===== src/rtl/drc_pkg.sv =====
package drc_pkg;
    localparam int CNT_W = 13;

    typedef enum logic [1:0] {
        RD_ALT   = 2'b00,
        RD_PLAIN = 2'b01,
        RD_LINE  = 2'b10,
        RD_MULTI = 2'b11
    } rd_cmd_e;

    localparam logic [1:0] PF_FULL  = 2'b10;
    localparam logic [1:0] PF_DWORD = 2'b11;

    function automatic logic [CNT_W-1:0] max_decode(input logic [2:0] code);
        logic [CNT_W-1:0] v;
        unique case (code)
            3'b001:  v = CNT_W'(128);
            3'b010:  v = CNT_W'(256);
            3'b100:  v = CNT_W'(1024);
            3'b101:  v = CNT_W'(2048);
            3'b110:  v = CNT_W'(4096);
            default: v = CNT_W'(512);
        endcase
        return v;
    endfunction
endpackage


===== src/rtl/drc_size.sv =====
module drc_size
    import drc_pkg::*;
#(
    parameter int LINE_BYTES = 64
) (
    input  logic [1:0]       cmd,
    input  logic             pref,
    input  logic             pcix,
    input  logic [2:0]       max_code,
    input  logic [1:0]       pf_plain,
    input  logic [1:0]       pf_line,
    input  logic [1:0]       pf_multi,
    output logic [CNT_W-1:0] bytes
);
    localparam logic [CNT_W-1:0] LINE_CNT = CNT_W'(LINE_BYTES);
    localparam logic [CNT_W-1:0] DW_CNT   = CNT_W'(4);

    rd_cmd_e    kind;
    logic [1:0] mode;

    always_comb begin
        kind = rd_cmd_e'(cmd);
        unique case (kind)
            RD_LINE:  mode = pf_line;
            RD_MULTI: mode = pf_multi;
            default:  mode = pf_plain;
        endcase
    end

    always_comb begin
        if (!pref)
            bytes = DW_CNT;
        else if (pcix)
            bytes = LINE_CNT;
        else if (mode == PF_FULL)
            bytes = max_decode(max_code);
        else if (mode == PF_DWORD && (kind == RD_PLAIN || kind == RD_ALT))
            bytes = DW_CNT;
        else
            bytes = LINE_CNT;
    end
endmodule


===== src/rtl/drc_match.sv =====
module drc_match #(
    parameter int ADDR_W = 32,
    parameter int BE_W   = 4
) (
    input  logic [ADDR_W-1:0] ent_addr,
    input  logic [BE_W-1:0]   ent_be,
    input  logic [1:0]        ent_cmd,
    input  logic [ADDR_W-1:0] req_addr,
    input  logic [BE_W-1:0]   req_be,
    input  logic [1:0]        req_cmd,
    input  logic              swap_en,
    input  logic              pcix,
    output logic              hit
);
    logic [BE_W-1:0] lane_eq;

    for (genvar i = 0; i < BE_W; i++) begin : g_lane
        assign lane_eq[i] = (ent_be[i] == req_be[i]);
    end

    logic same_target;
    logic cmd_ok;

    assign same_target = (ent_addr == req_addr) && (&lane_eq);
    assign cmd_ok      = (ent_cmd == req_cmd) || (swap_en && !pcix);
    assign hit         = same_target && cmd_ok;
endmodule


===== src/rtl/dly_read_ctrl.sv =====
module dly_read_ctrl
    import drc_pkg::*;
#(
    parameter int ADDR_W     = 32,
    parameter int BE_W       = 4,
    parameter int LINE_BYTES = 64
) (
    input  logic              clk,
    input  logic              rst_n,
    input  logic              cfg_pcix,
    input  logic              cfg_cmd_swap,
    input  logic [2:0]        cfg_max_code,
    input  logic [1:0]        cfg_pf_plain,
    input  logic [1:0]        cfg_pf_line,
    input  logic [1:0]        cfg_pf_multi,
    input  logic              req_valid,
    input  logic [1:0]        req_cmd,
    input  logic [ADDR_W-1:0] req_addr,
    input  logic [BE_W-1:0]   req_be,
    input  logic              req_pref,
    output logic              rsp_valid,
    output logic              rsp_retry,
    output logic              rsp_done,
    output logic              up_req_valid,
    input  logic              up_req_ready,
    output logic [ADDR_W-1:0] up_req_addr,
    output logic [CNT_W-1:0]  up_req_bytes,
    input  logic              up_done
);
    typedef enum logic [1:0] {ST_IDLE, ST_ISSUE, ST_WAIT, ST_READY} st_e;

    st_e               state, state_nx;
    logic [ADDR_W-1:0] ent_addr;
    logic [BE_W-1:0]   ent_be;
    logic [1:0]        ent_cmd;
    logic [CNT_W-1:0]  ent_bytes;
    logic              ent_pref;
    logic [CNT_W-1:0]  new_bytes;
    logic              hit;
    logic              deliver;

    drc_size #(.LINE_BYTES(LINE_BYTES)) u_size (
        .cmd(req_cmd), .pref(req_pref), .pcix(cfg_pcix),
        .max_code(cfg_max_code), .pf_plain(cfg_pf_plain),
        .pf_line(cfg_pf_line), .pf_multi(cfg_pf_multi),
        .bytes(new_bytes)
    );

    drc_match #(.ADDR_W(ADDR_W), .BE_W(BE_W)) u_match (
        .ent_addr(ent_addr), .ent_be(ent_be), .ent_cmd(ent_cmd),
        .req_addr(req_addr), .req_be(req_be), .req_cmd(req_cmd),
        .swap_en(cfg_cmd_swap), .pcix(cfg_pcix), .hit(hit)
    );

    assign deliver = req_valid && hit && (state == ST_READY);

    // next state: CAPTURE, SENT, FILLED, DELIVER
    always_comb begin
        state_nx = state;
        unique case (state)
            ST_IDLE:  if (req_valid)    state_nx = ST_ISSUE;
            ST_ISSUE: if (up_req_ready) state_nx = ST_WAIT;
            ST_WAIT:  if (up_done)      state_nx = ST_READY;
            ST_READY: if (deliver)      state_nx = ST_IDLE;
            default:                    state_nx = ST_IDLE;
        endcase
    end

    always_ff @(posedge clk or negedge rst_n) begin
        if (!rst_n) state <= ST_IDLE;
        else        state <= state_nx;
    end

    always_ff @(posedge clk or negedge rst_n) begin
        if (!rst_n) begin
            ent_addr  <= '0;
            ent_be    <= '0;
            ent_cmd   <= '0;
            ent_bytes <= '0;
            ent_pref  <= 1'b0;
        end else if (state == ST_IDLE && req_valid) begin
            ent_addr  <= req_addr;
            ent_be    <= req_be;
            ent_cmd   <= req_cmd;
            ent_bytes <= new_bytes;
            ent_pref  <= req_pref;
        end
    end

    always_ff @(posedge clk or negedge rst_n) begin
        if (!rst_n) begin
            rsp_valid <= 1'b0;
            rsp_retry <= 1'b0;
            rsp_done  <= 1'b0;
        end else begin
            rsp_valid <= req_valid;
            rsp_retry <= req_valid && !deliver;
            rsp_done  <= deliver;
        end
    end

    assign up_req_valid = (state == ST_ISSUE);
    assign up_req_addr  = ent_addr;
    assign up_req_bytes = ent_bytes;

    a_r6_hold_request: assert property (@(posedge clk) disable iff (!rst_n)
        up_req_valid && !up_req_ready |=> up_req_valid && $stable(up_req_addr) && $stable(up_req_bytes));

    a_r6_answer_next: assert property (@(posedge clk) disable iff (!rst_n)
        req_valid |=> rsp_valid && $onehot0({rsp_retry, rsp_done}) && (rsp_retry || rsp_done));

    a_r10_quiet_answer: assert property (@(posedge clk) disable iff (!rst_n)
        !req_valid |=> !rsp_valid && !rsp_retry && !rsp_done);

    a_r4_dword_fetch: assert property (@(posedge clk) disable iff (!rst_n)
        up_req_valid && !ent_pref |-> up_req_bytes == CNT_W'(4));

    a_r1_pow2_count: assert property (@(posedge clk) disable iff (!rst_n)
        up_req_valid |-> $countones(up_req_bytes) == 1);

    a_r8_done_only_ready: assert property (@(posedge clk) disable iff (!rst_n)
        rsp_done |-> $past(state) == ST_READY && state == ST_IDLE);

    a_r7_no_done_pending: assert property (@(posedge clk) disable iff (!rst_n)
        (state == ST_WAIT || state == ST_ISSUE) && req_valid |=> rsp_retry);
endmodule


===== config.mk =====
export PLATFORM = sky130hd
export DESIGN_NAME = dly_read_ctrl
export DESIGN_NICKNAME = d
export VERILOG_FILES = /design/src/rtl/drc_pkg.sv /design/src/rtl/drc_size.sv /design/src/rtl/drc_match.sv /design/src/rtl/dly_read_ctrl.sv
export SDC_FILE = /design/constraint.sdc
export NUM_CORES = 1
export LEC_CHECK = 0
export ABC_AREA = 1
export BUFFER_PORTS_ARGS = -buffer_cell sky130_fd_sc_hd__buf_2
export CAP_MARGIN = 25
export CORE_MARGIN = 2
export CORE_UTILIZATION = 25
export DETAILED_ROUTE_END_ITERATION = 10
export HOLD_SLACK_MARGIN = 0.02
export MAX_ROUTING_LAYER = met4
export PLACE_DENSITY = 0.52
export RECOVER_POWER = 100
export SYNTH_ARGS = -nofsm -noshare
export SYNTH_HDL_FRONTEND = slang
export SYNTH_SLANG_ARGS = --single-unit

===== constraint.sdc =====
create_clock -name clk -period 3.05 [get_ports clk]
set_input_delay 0 -clock clk [delete_from_list [all_inputs] [get_ports clk]]
set_output_delay 0 -clock clk [all_outputs]
set_load 0.01 [all_outputs]

== Word level (Yosys, flattened, before mapping) ==
Cells that the tools add are included.

* Muxes and demuxes: 11
* Reduce and logical (&&, ||, !) cells: 16
* Eq/ne operators: 23

{| class="wikitable"
|+ Operators with widths
! cell !! number
|-
| one-hot mux 13 bit (5 select lines) || 1
|-
| 2-to-1 mux 13 bit || 3
|-
| == test 32 bit || 1
|-
| == test 2 bit (second input constant) || 6
|-
| == test 3 bit (second input constant) || 3
|-
| logical AND 1 bit || 8
|-
| 2-to-1 mux 2 bit || 4
|-
| one-hot mux 2 bit (4 select lines) || 1
|-
| AND reduction 4 bit || 2
|-
| 2-to-1 mux 7 bit || 1
|-
| inequality test 2 bit (second input constant) || 3
|-
| == test 1 bit || 4
|-
| == test 2 x 1 -> 1 bit (second input constant) || 2
|-
| logical NOT 2 bit || 2
|-
| one-hot mux 2 bit (2 select lines) || 1
|-
| == test 3 x 1 -> 1 bit (second input constant) || 1
|-
| == test 3 x 2 -> 1 bit (second input constant) || 1
|-
| == test 2 bit || 1
|-
| logical NOT 1 bit || 2
|-
| logical OR 1 bit || 2
|-
| inequality test 2 x 1 -> 1 bit (second input constant) || 1
|}

* Input bits: 55
* Output and inout bits: 49
* Flip-flop bits (word level): 56
* Word-level logic and storage cells: 58

== Longest topological paths before layout ==
Gate-level depths: netlist of run 1.

* Word-level depth: 8
* Depth in mapped cells: 13
* Depth with buffers taken out: 13

== By module ==
Synthesis of run 1 repeated with hierarchy kept, for this count alone.

* Cells, all modules: 465
* Area total of the unflattened synthesis: 3,258.1 um^2

{| class="wikitable"
|+ By module, submodules not included
! module !! cells each !! area an instance (um^2) !! seq. area each (um^2) !! instances
|-
| dly_read_ctrl || 254 || 2,306.0 || 1,401.3 || 1
|-
| drc_match || 163 || 690.7 || 0.0 || 1
|-
| drc_size || 48 || 261.5 || 0.0 || 1
|}

== Least setup slack after synthesis of run 1 ==
No wires, ideal clock.

* Path kind: register -> register
* Start point: register state[0]
* End point: register ent_bytes[6], in the netlist up_req_bytes[6]
* Arrival: 1.372 ns
* Slack: 1.557 ns
* Data required time: 2.929 ns
* Stages on the path, launching flop included: 10
* Setup time: 0.121 ns
* Path buffers: 0
* Period minus slack after synthesis: 1.493 ns
* Cells stage by stage: dfrtp_1 > inv_1 > ha_1 > nand2_1 > inv_1 > nand2_1 > inv_1 > nand2_1 > inv_1 > a22o_2

* Word-level cells in the longest chain between the ends: 2

{| class="wikitable"
|+ RTL lines
! item !! RTL line !! source
|-
| start, declared || dly_read_ctrl.sv:32 || <nowiki>st_e state, state_nx;</nowiki>
|-
| start signal, assigned || dly_read_ctrl.sv:71 || <nowiki>else state <= state_nx;</nowiki>
|-
| logical NOT 2 bit || dly_read_ctrl.sv:81 || <nowiki>end else if (state == ST_IDLE && req_valid) begin</nowiki>
|-
| logical AND 1 bit || dly_read_ctrl.sv:81 ||
|-
| end signal, assigned || dly_read_ctrl.sv:85 || <nowiki>ent_bytes <= new_bytes;</nowiki>
|-
| end, declared || dly_read_ctrl.sv:36 || <nowiki>logic [CNT_W-1:0] ent_bytes;</nowiki>
|}

No other way between the ends.
A chain may end at the register's enable or synchronous reset.

== Final worst setup path of run 1 ==
* Start point: register state[0]
* End point: register ent_bytes[7], in the netlist up_req_bytes[7]

The elaborated chain is that of the path after synthesis.

==> flow_metrics.tcl, run 1 <==
set metrics [dict create \
    antenna_found_initial 0 \
    synthCells 458 \
    top_layer_used "met4" \
    r2r_slack_ns 0.59 \
    fmax_ghz 0.406 \
    synth-seq-area-share_pct 41.0 \
    cts_root_buf "clkbuf_16" \
    cp-start-kind "flop" \
    final_util_pct 34.9 \
    hp-start "req_addr[10]" \
    clock-sinks 51 \
    max_stage_delay_ns 0.57 \
    ant_nets 0 \
    overflow 0 \
    comb_power_share_pct 43.9 \
    antenna_cells 0 \
    cts_inserted_buffers 5 \
    clock_latency_ns 0.30 \
    regToRegStartpoint "state[0]$_DFFE_PN0P_" \
    ir_drop_uv 335 \
    cts_resized 0 \
    final_nets 652 \
    dr_wl_met3_um 429 \
    die_area_um2 13300 \
    numPortBuffers 98 \
    path_cells "inv_1 > ha_1 > nand2_2 > inv_1 > nand2_1 > nor2_1 > nand2_2 > o21ai_0 > dlygate4sd3_1" \
    grt_use_total_pct 14.8 \
    crit_fanout 20 \
    die_w_um 116 \
    worst_path_max_delay_cell "dlygate4sd3_1" \
    n_fill_cell 1319 \
    rsz0062_at_grt "false" \
    worstMarginPinSlew_ns 2.22 \
    path_clk_slew_ns 0.08 \
    met1_length_um 4520 \
    power_density_nw_per_um2 775 \
    ys_seq_elements 51 \
    power.share.clock_pct 18.7 \
    vias_per_cell 4.13 \
    fin_ws_ns 0.590 \
    rows 40 \
    wl_per_cell_um 12.2 \
    fin_crit_sh_pct 80.7 \
    ys_top_cells_by_area "dfrtp_1 41%, nand2_1 21%, inv_1 10%, o21ai_0 6.3%, nor2_1 3.0%" \
    crit_family "buffers and inverters" \
    synthToLayoutAreaGrowth_pct 35.2 \
    yosysTopAreaCell "dfrtp_1" \
    violations "capacitance limit, slew limit" \
    dp_hpwl_um 7280 \
    dr_total_vias 3142 \
    worst_slew_margin_rel_pct -47.8 \
    cts_tree "yes" \
    reg2reg_depth 9 \
    clock_path_buffers 2 \
    synth.top_cell.area_share_pct 41.0 \
    grt_pass1_vias 2992 \
    place_congestion 0.822 \
    multiInputGateArea_um2 1440 \
    crit_buf_inv 3 \
    required_ns 3.29 \
    drc 0 \
    hp-class "primary input to flop" \
    dr.pass1.iters 4 \
    path_class "flop to flop" \
    finalHoldViolCount 0 \
    regArea_um2 1280 \
    place_ws_ns 1.17 \
    syn_area_um2 3110 \
    tns_ns 0 \
    ys_types 31 \
    pwr-share-seq_pct 37.4 \
    status "complete, but fails checks" \
    holdPathStages 3 \
    min_to "up_req_addr[10]$_DFFE_PN0P_" \
    ys_warn_count 0 \
    syn_area_per_cell_um2 6.79 \
    fin_skew_ns 0.00421 \
    start_util_pct 25.8 \
    drt_iter0_drc 146 \
    htree_num_levels 2 \
    maxCapViolCount 1 \
    postCtsSetupRepairBufs 0 \
    io_pins 104 \
    setup_violations 0 \
    die_h_um 116 \
    grt_pass1_wl_um 14800 \
    cp_data_arrival_time_ns 2.70 \
    switching_power_mw 1.46 \
    finalWirelength_um 9300 \
    internal_power_mw 1.80 \
    drive_gt1_share_pct 12.5 \
    endpoint_kind "flop" \
    grt_max_degree 61 \
    dr_wl_met2_um 4290 \
    fin_crit_ns 2.46 \
    p_leak_nw 2.25 \
    slew_violations 39 \
    switching_share_pct 44.8 \
    fp.coreArea_um2 12100 \
    worstReg2RegEnd "up_req_bytes[7]$_DFFE_PN0P_" \
]
-- sequential cells by signal, indices dropped and copies added, names as in the netlist --
register and cells:
up_req_addr 32, up_req_bytes 8, rsp_valid 1, rsp_retry 1, ent_be 4, ent_cmd 2
state 2, rsp_done 1
-- cell usage in the layout, fill, tap and decap left out, types with 3 or more instances in the layout --
cell type / instances
or2_2: 3
buf_2: 52
nand2_2: 5
dlygate4sd3_1: 36
clkbuf_1: 46
inv_1: 84
nand3_1: 9
o21ai_0: 43
nor3_1: 3
nor2_1: 26
conb_1: 5
a21oi_1: 4
dfrtp_1: 51
ha_1: 5
xnor2_1: 9
clkbuf_16: 5
nand4_1: 11
nand2_1: 177
-- cells in the mapped netlist --
cell       instances
dfrtp_1           51
xor2_1             1
o21ai_1            2
o21ai_2            2
nor2_2             1
inv_1             84
o211ai_2           1
nand2_1          177
o2111ai_1          2
buf_2              3
or2_2              3
a21oi_1            4
ha_1               5
clkbuf_1           5
nor2_1            25
buf_4              5
nand4_1           11
nand3_1            9
nor3_1             3
o221ai_1           1
xnor2_1            9
o21ai_0           39
nor4_1             1
conb_1             1
nand2_2            5
nand3b_1           2
inv_2              1
and3b_1            1
o22ai_1            2
nor2_4             1
a22o_2             1
-- power by group through the flow --
| stage | clock network [mW] | logic, mW | registers (mW) |
|---|---|---|---|
| after floorplan | 0 | 0.855 | 1.28 |
| after global placement | 0 | 1.45 | 1.21 |
| after detailed placement | 0 | 1.48 | 1.22 |
| after CTS | 0.626 | 1.52 | 1.21 |
| after global routing | 0.647 | 1.67 | 1.27 |
| final | 0.608 | 1.43 | 1.22 |
-- how the worst max path moves through the flow --
stage | end | slack (ns) | depth (start not counted) | start
floorplan | up_req_bytes[6]$_DFFE_PN0P_ | 1.56 | 9 | state[0]$_DFFE_PN0P_
global placement | up_req_bytes[6]$_DFFE_PN0P_ | 1.26 | 9 | state[0]$_DFFE_PN0P_
detailed placement | up_req_bytes[6]$_DFFE_PN0P_ | 1.17 | 9 | state[0]$_DFFE_PN0P_
CTS | up_req_bytes[7]$_DFFE_PN0P_ | 0.70 | 9 | state[0]$_DFFE_PN0P_
global route | up_req_addr[27]$_DFFE_PN0P_ | 0.31 | 3 | rst_n
finish | up_req_bytes[7]$_DFFE_PN0P_ | 0.59 | 9 | state[0]$_DFFE_PN0P_
-- final cells by class --
cell class	instances	share of cell area (%)
Clock buffer	5	2.98
Clock inverter	3	0.655
Inverter	85	7.59
Multi-Input combinational cell	313	34.3
Sequential cell	51	30.4
Tap cell	168	5.00
Timing Repair Buffer	136	19.1
-- stage by stage --
step	std cells	cell area [µm²]	total power, mW	hold slack [ns]
after global routing	761	4200	3.59	0.0422
after floorplan	462	3120	2.14	-0.296
after CTS	761	4280	3.36	0.0206
after global placement	717	3770	2.66	0.181
after detailed placement	717	3770	2.70	0.190
final	761	4200	3.26	0.0269
-- per-layer routing --
layer  track usage, %  up-vias
li1                 -     1653
met1             19.8     1403
met2             23.6       81
met3             2.46        5
met4             3.13        0
met5                -        -
-- cells by family (layout without fill, tap and decap cells) --
family                     after synthesis  after routing  share of synthesized area [%]
adders and majority gates                5              5                           2.01
other                                    1              5                          0.121
xor gates and xnor gates                10             10                           2.82
buffers and inverters                   98            229                           12.6
DFF                                     51             51                           41.0
AOI/OAI and AO/OA                       54             54                           9.78
and+or+nand+nor                        239            239                           31.7
-- repair_timing --
item / 4_1_cts / 5_1_grt
setup endpoints to repair: 0 / 0
hold buffers: 36 / 0
endpoints found under the hold margin: 73 / 0
-- worst reg2reg max path, delay by kind of cell (launching register included) --
family	cells	cell delay, ns
DFF	1	0.42
buffers and inverters	3	0.97
AOI/OAI and AO/OA	1	0.15
adders and majority gates	1	0.20
and+or+nand+nor	4	0.66
Power figures use the tool's default switching activity.
==> inputs of run 2 (changes only) <==
Clock period 3.05 ns to 2.3 ns, I/O delays scaled along.
==> run 2 against run 1 <==
Effect of this change: the run still ends with capacitance limit, slew limit left; sequential power increased by 32%; first-iteration DRC count increased by 4.1%; count of clock-buffer cells in the layout increased by 2; register-to-register slack got worse by 0.42 ns; design area increased by 1.9%; clock power increased by 35%; combinational power increased by 36%; critical path depth unchanged; wire length increased by 3.6%; maximum frequency increased by 15%; global-route usage increased by 0.80 points; critical endpoint unchanged; largest cell class unchanged.
==> flow_metrics.tcl, run 2 (synthesis gave the netlist of run 1 again) <==
set metrics [dict create \
    critPathCapture "up_req_bytes[7]$_DFFE_PN0P_" \
    ant_nets 0 \
    cts_inserted_buffers 5 \
    fin_crit_ns 2.13 \
    worstReg2RegEnd "up_req_bytes[7]$_DFFE_PN0P_" \
    drive_gt1_share_pct 13.2 \
    die_w_um 116 \
    overflow 0 \
    cts_tree "yes" \
    antenna_found_initial 1 \
    power_density_nw_per_um2 1020 \
    regToRegStartpoint "state[0]$_DFFE_PN0P_" \
    p_total_mw 4.37 \
    worst_path_max_delay_cell "dlygate4sd3_1" \
    path_cells "inv_1 > ha_1 > nand2_2 > inv_1 > nand2_1 > nor2_4 > nand2_2 > o21ai_2 > dlygate4sd3_1" \
    drc 0 \
    wl_per_cell_um 12.6 \
    dr.pass1.iters 4 \
    dr_total_vias 3163 \
    clock_path_buffers 2 \
    largest_reg_flops 32 \
    rows 40 \
    htree_num_levels 2 \
    fin_crit_sh_pct 92.8 \
    fin_skew_ns 0.00496 \
    vias_per_cell 4.13 \
    ir_drop_uv 273 \
    rsz0062_at_grt "false" \
    synthToLayoutAreaGrowth_pct 37.7 \
    cp_data_arrival_time_ns 2.37 \
    required_ns 2.54 \
    clock-sinks 51 \
    die_h_um 116 \
    cts_resized 0 \
    finalWirelength_um 9640 \
    tns_ns 0 \
    worst_slew_margin_rel_pct -6.80 \
    numPortBuffers 98 \
    fmax_ghz 0.469 \
    io_pins 104 \
    p_leak_nw 2.29 \
    path_clk_slew_ns 0.07 \
    clock_latency_ns 0.30 \
    finalHoldViolCount 0 \
    reg2reg_depth 9 \
    grt_pass1_wl_um 15400 \
    endpoint_kind "flop" \
    die_area_um2 13300 \
    place_congestion 0.834 \
    grt_max_degree 61 \
    fp.coreArea_um2 12100 \
    start_util_pct 25.8 \
    cp-startpoint "state[0]$_DFFE_PN0P_" \
    dp_hpwl_um 7580 \
    layout_commonest_cell "nand2_1" \
    slew_violations 26 \
    grt_pass1_vias 3110 \
    setup_violations 0 \
    maxCapViolCount 1 \
    cts_root_buf "clkbuf_16" \
    final_nets 656 \
    n_fill_cell 1304 \
    worstMarginPinSlew_ns 1.60 \
    path_class "flop to flop" \
    cp-start-kind "flop" \
    max_stage_delay_ns 0.55 \
    r2r_slack_ns 0.17 \
    grt_use_total_pct 15.6 \
    crit_fanout 7 \
    most-common-layout-cells "177 x nand2_1, 84 x inv_1, 53 x buf_2" \
    status "complete, but fails checks" \
    violations "capacitance limit, slew limit" \
    hp-class "primary input to flop" \
    drt_iter0_drc 152 \
]
-- run 2: cell count changes in the layout (fill, tap and decap cells not counted), sizes merged --
cell	change
dlygate4sd3	+3
inv	-2
diode	+1
buf	+3
-- run 2: stage by stage --
step	cells	setup slack, ns	util, %	hold WS (ns)	instance area, µm²
after floorplan	462	0.807	-	-0.296	3120
after CTS	765	0.159	36.0	0.0206	4340
after detailed placement	718	0.711	31.4	0.0847	3790
after global routing	766	0.0291	35.5	0.0538	4280
after global placement	718	0.761	31.4	0.0772	3790
final	766	0.166	35.5	0.0287	4280
-- run 2: where the power goes --
group          internal (mW)  total [mW]  switching [mW]
registers               1.26        1.61           0.354
clock network          0.464       0.822           0.358
logic                  0.725        1.94            1.21
-- run 2: repair_timing --
item / in CTS / in global routing
endpoints found under the hold margin: 65 / 0
hold buffers: 39 / 0
endpoints found under the setup margin: 0 / 0
buffers inserted: 0 / 0
-- run 2: how the worst min path moves through the flow --
stage,depth (start not counted),end,slack [ns],from
after global routing,3,ent_cmd[0]$_DFFE_PN0P_,0.05,req_cmd[0]
after CTS,3,ent_be[2]$_DFFE_PN0P_,0.02,req_be[2]
final,3,ent_cmd[0]$_DFFE_PN0P_,0.03,req_cmd[0]
after floorplan,0,ent_be[0]$_DFFE_PN0P_,-0.30,rst_n
after global placement,1,up_req_bytes[10]$_DFFE_PN0P_,0.08,rst_n
after detailed placement,1,up_req_bytes[10]$_DFFE_PN0P_,0.08,rst_n
-- run 2: layer usage --
layer  GRT usage [%]  wire length [µm]
met5               -                 0
met4            6.51               125
met3            2.98               591
met2            24.8              4550
met1            19.5              4370
-- run 2: area by class of cell --
class                      count  area (µm²)  share of cell area, %
timing repair buffer         140         857                   20.0
clock inverter                 1        7.51                  0.175
antenna                        1        2.50                 0.0584
inverter                      85         319                   7.45
sequential                    51        1280                   29.8
tap                          168         210                   4.91
clock buffer                   7         153                   3.56
multi-input combinational    313        1460                   34.0
-- run 2: worst max-delay path: cells and delay by family (launching register included) --
kind / cells / cell delay [ns]
and+or+nand+nor: 4 / 0.46
adders and majority gates: 1 / 0.19
AOI/OAI and AO/OA: 1 / 0.11
buffers and inverters: 3 / 0.87
DFF: 1 / 0.42
==> inputs of run 3 (changes only) <==
Settings changed: CORE_UTILIZATION 25 to 51, PLACE_DENSITY 0.52 to 0.88.
==> run 3 against run 2 <==
Effect of this change: the run now ends clean; via count grew 7.1%; clock power shrank 7.9%; critical endpoint is now up_req_addr[13]$_DFFE_PN0P_; maximum frequency grew 8.1%; first-iteration DRC count grew 29%; critical path type unchanged; combinational power is essentially flat; largest cell class unchanged; wire length shrank 9.7%; count of clock-buffer cells in the layout shrank 2.
==> flow_metrics.tcl, run 3 (synthesis gave the netlist of run 1 again) <==
set metrics [dict create \
    status "finished clean" \
    clock_path_buffers 2 \
    grt_pass1_wl_um 14100 \
    fin_skew_ns 0.00618 \
    dr_total_vias 3389 \
    drc 0 \
    crit_fanout 62 \
    worstMarginPinSlew_ns 1.25 \
    cp_data_arrival_time_ns 2.19 \
    placed_cells 624 \
    drive_gt1_share_pct 12.5 \
    cp-start-kind "flop" \
    maxCapViolCount 0 \
    min_to "up_req_addr[14]$_DFFE_PN0P_" \
    fin_crit_ns 1.97 \
    antenna_cells 0 \
    start_util_pct 52.5 \
    final_nets 658 \
    r2r_slack_ns 0.33 \
    finalNonFillerCells 674 \
    n_fill_cell 514 \
    setup_violations 0 \
    place_congestion 0.915 \
    grt_max_degree 63 \
    regToRegStartpoint "state[0]$_DFFE_PN0P_" \
    hold_slack_ns 0.0300 \
    dr.pass1.iters 6 \
    die_h_um 82.1 \
    fmax_ghz 0.507 \
    cts_inserted_buffers 5 \
    regArea_um2 1280 \
    synthToLayoutAreaGrowth_pct 33.0 \
    hp-start "req_addr[14]" \
    path_class "flop to flop" \
    rsz0062_at_grt "false" \
    rows 28 \
    cts_tree "yes" \
    reg2reg_depth 6 \
    numPortBuffers 98 \
    clock_latency_ns 0.32 \
    finalWirelength_um 8700 \
    p_leak_nw 2.27 \
    holdPathStages 3 \
    dp_hpwl_um 6230 \
    worst_slew_margin_rel_pct 16.8 \
    tns_ns 0 \
    endpoint_kind "flop" \
    die_area_um2 6740 \
    drt_iter0_drc 196 \
    path_clk_slew_ns 0.10 \
    multiInputGateArea_um2 1440 \
    cts_resized 0 \
    die_w_um 82.1 \
    grt_use_total_pct 28.0 \
    overflow 0 \
    worstReg2RegEnd "up_req_addr[13]$_DFFE_PN0P_" \
    fin_crit_sh_pct 85.8 \
    ant_nets 0 \
    hp-class "primary input to flop" \
    largest_reg_flops 32 \
    htree_num_levels 2 \
    wl_per_cell_um 12.9 \
    grt_pass1_vias 3181 \
    power_density_nw_per_um2 1040 \
    vias_per_cell 5.03 \
    ir_drop_uv 476 \
    cts_root_buf "clkbuf_8" \
    slew_violations 0 \
    finalHoldViolCount 0 \
    fp.coreArea_um2 5920 \
    required_ns 2.52 \
    io_pins 104 \
    most-common-layout-cells "177 x nand2_1, 84 x inv_1, 53 x buf_2" \
    layout_commonest_cell "nand2_1" \
    clock-sinks 51 \
    antenna_found_initial 0 \
]
[run 3: power by group]
group          leakage (nW)  switching [mW]  internal [mW]
combinational          1.57            1.20          0.718
clock                0.0644           0.323          0.434
sequential            0.642           0.383           1.25
total                  2.27            1.91           2.41
[run 3: cell type report]
cell class / count / area share (%)
repair buffers: 142 / 21.0
clock inverters: 3 / 1.63
flip-flops and latches: 51 / 30.9
clock buffers: 5 / 1.66
well taps: 75 / 2.27
multi-input cells: 313 / 34.9
inverters: 85 / 7.72
[run 3: per-layer routing]
layer / part of all wire, % / global-route usage, %
met1: 42 / 33.6
met2: 48 / 46.7
met3: 7.0 / 5.38
met4: 2.9 / 10.7
met5: 0 / -
[run 3: worst max-delay path by stage]
stage / start / end / slack, ns / cells after the start
floorplan: state[0]$_DFFE_PN0P_ / up_req_bytes[6]$_DFFE_PN0P_ / 0.81 / 9
global placement: state[0]$_DFFE_PN0P_ / up_req_bytes[6]$_DFFE_PN0P_ / 0.59 / 9
detailed placement: state[0]$_DFFE_PN0P_ / up_req_addr[13]$_DFFE_PN0P_ / 0.45 / 5
CTS: state[0]$_DFFE_PN0P_ / up_req_addr[13]$_DFFE_PN0P_ / 0.42 / 5
global route: state[0]$_DFFE_PN0P_ / up_req_addr[5]$_DFFE_PN0P_ / 0.10 / 6
finish: state[0]$_DFFE_PN0P_ / up_req_addr[13]$_DFFE_PN0P_ / 0.33 / 6
[run 3: stage by stage]
stage | utilization (%) | power [mW] | cell area, µm² | setup WS (ns)
floorplan | - | 2.84 | 3120 | 0.807
global placement | 61.7 | 3.43 | 3650 | 0.586
detailed placement | 61.7 | 3.54 | 3650 | 0.447
CTS | 71.1 | 4.36 | 4210 | 0.419
global route | 69.8 | 4.68 | 4140 | 0.103
finish | 69.8 | 4.31 | 4140 | 0.326
[run 3: critical path, stage by stage (launching register included)]
cell      delay (ns)
dfrtp_1         0.43
inv_1           0.10
ha_1            0.24
nand2_2         0.26
clkbuf_4        0.58
nand2_1         0.12
o21ai_0         0.13
[run 3: what timing repair did]
action	in CTS	in global routing
hold buffers	42	0
hold endpoints to repair	95	0
buffers inserted	0	0
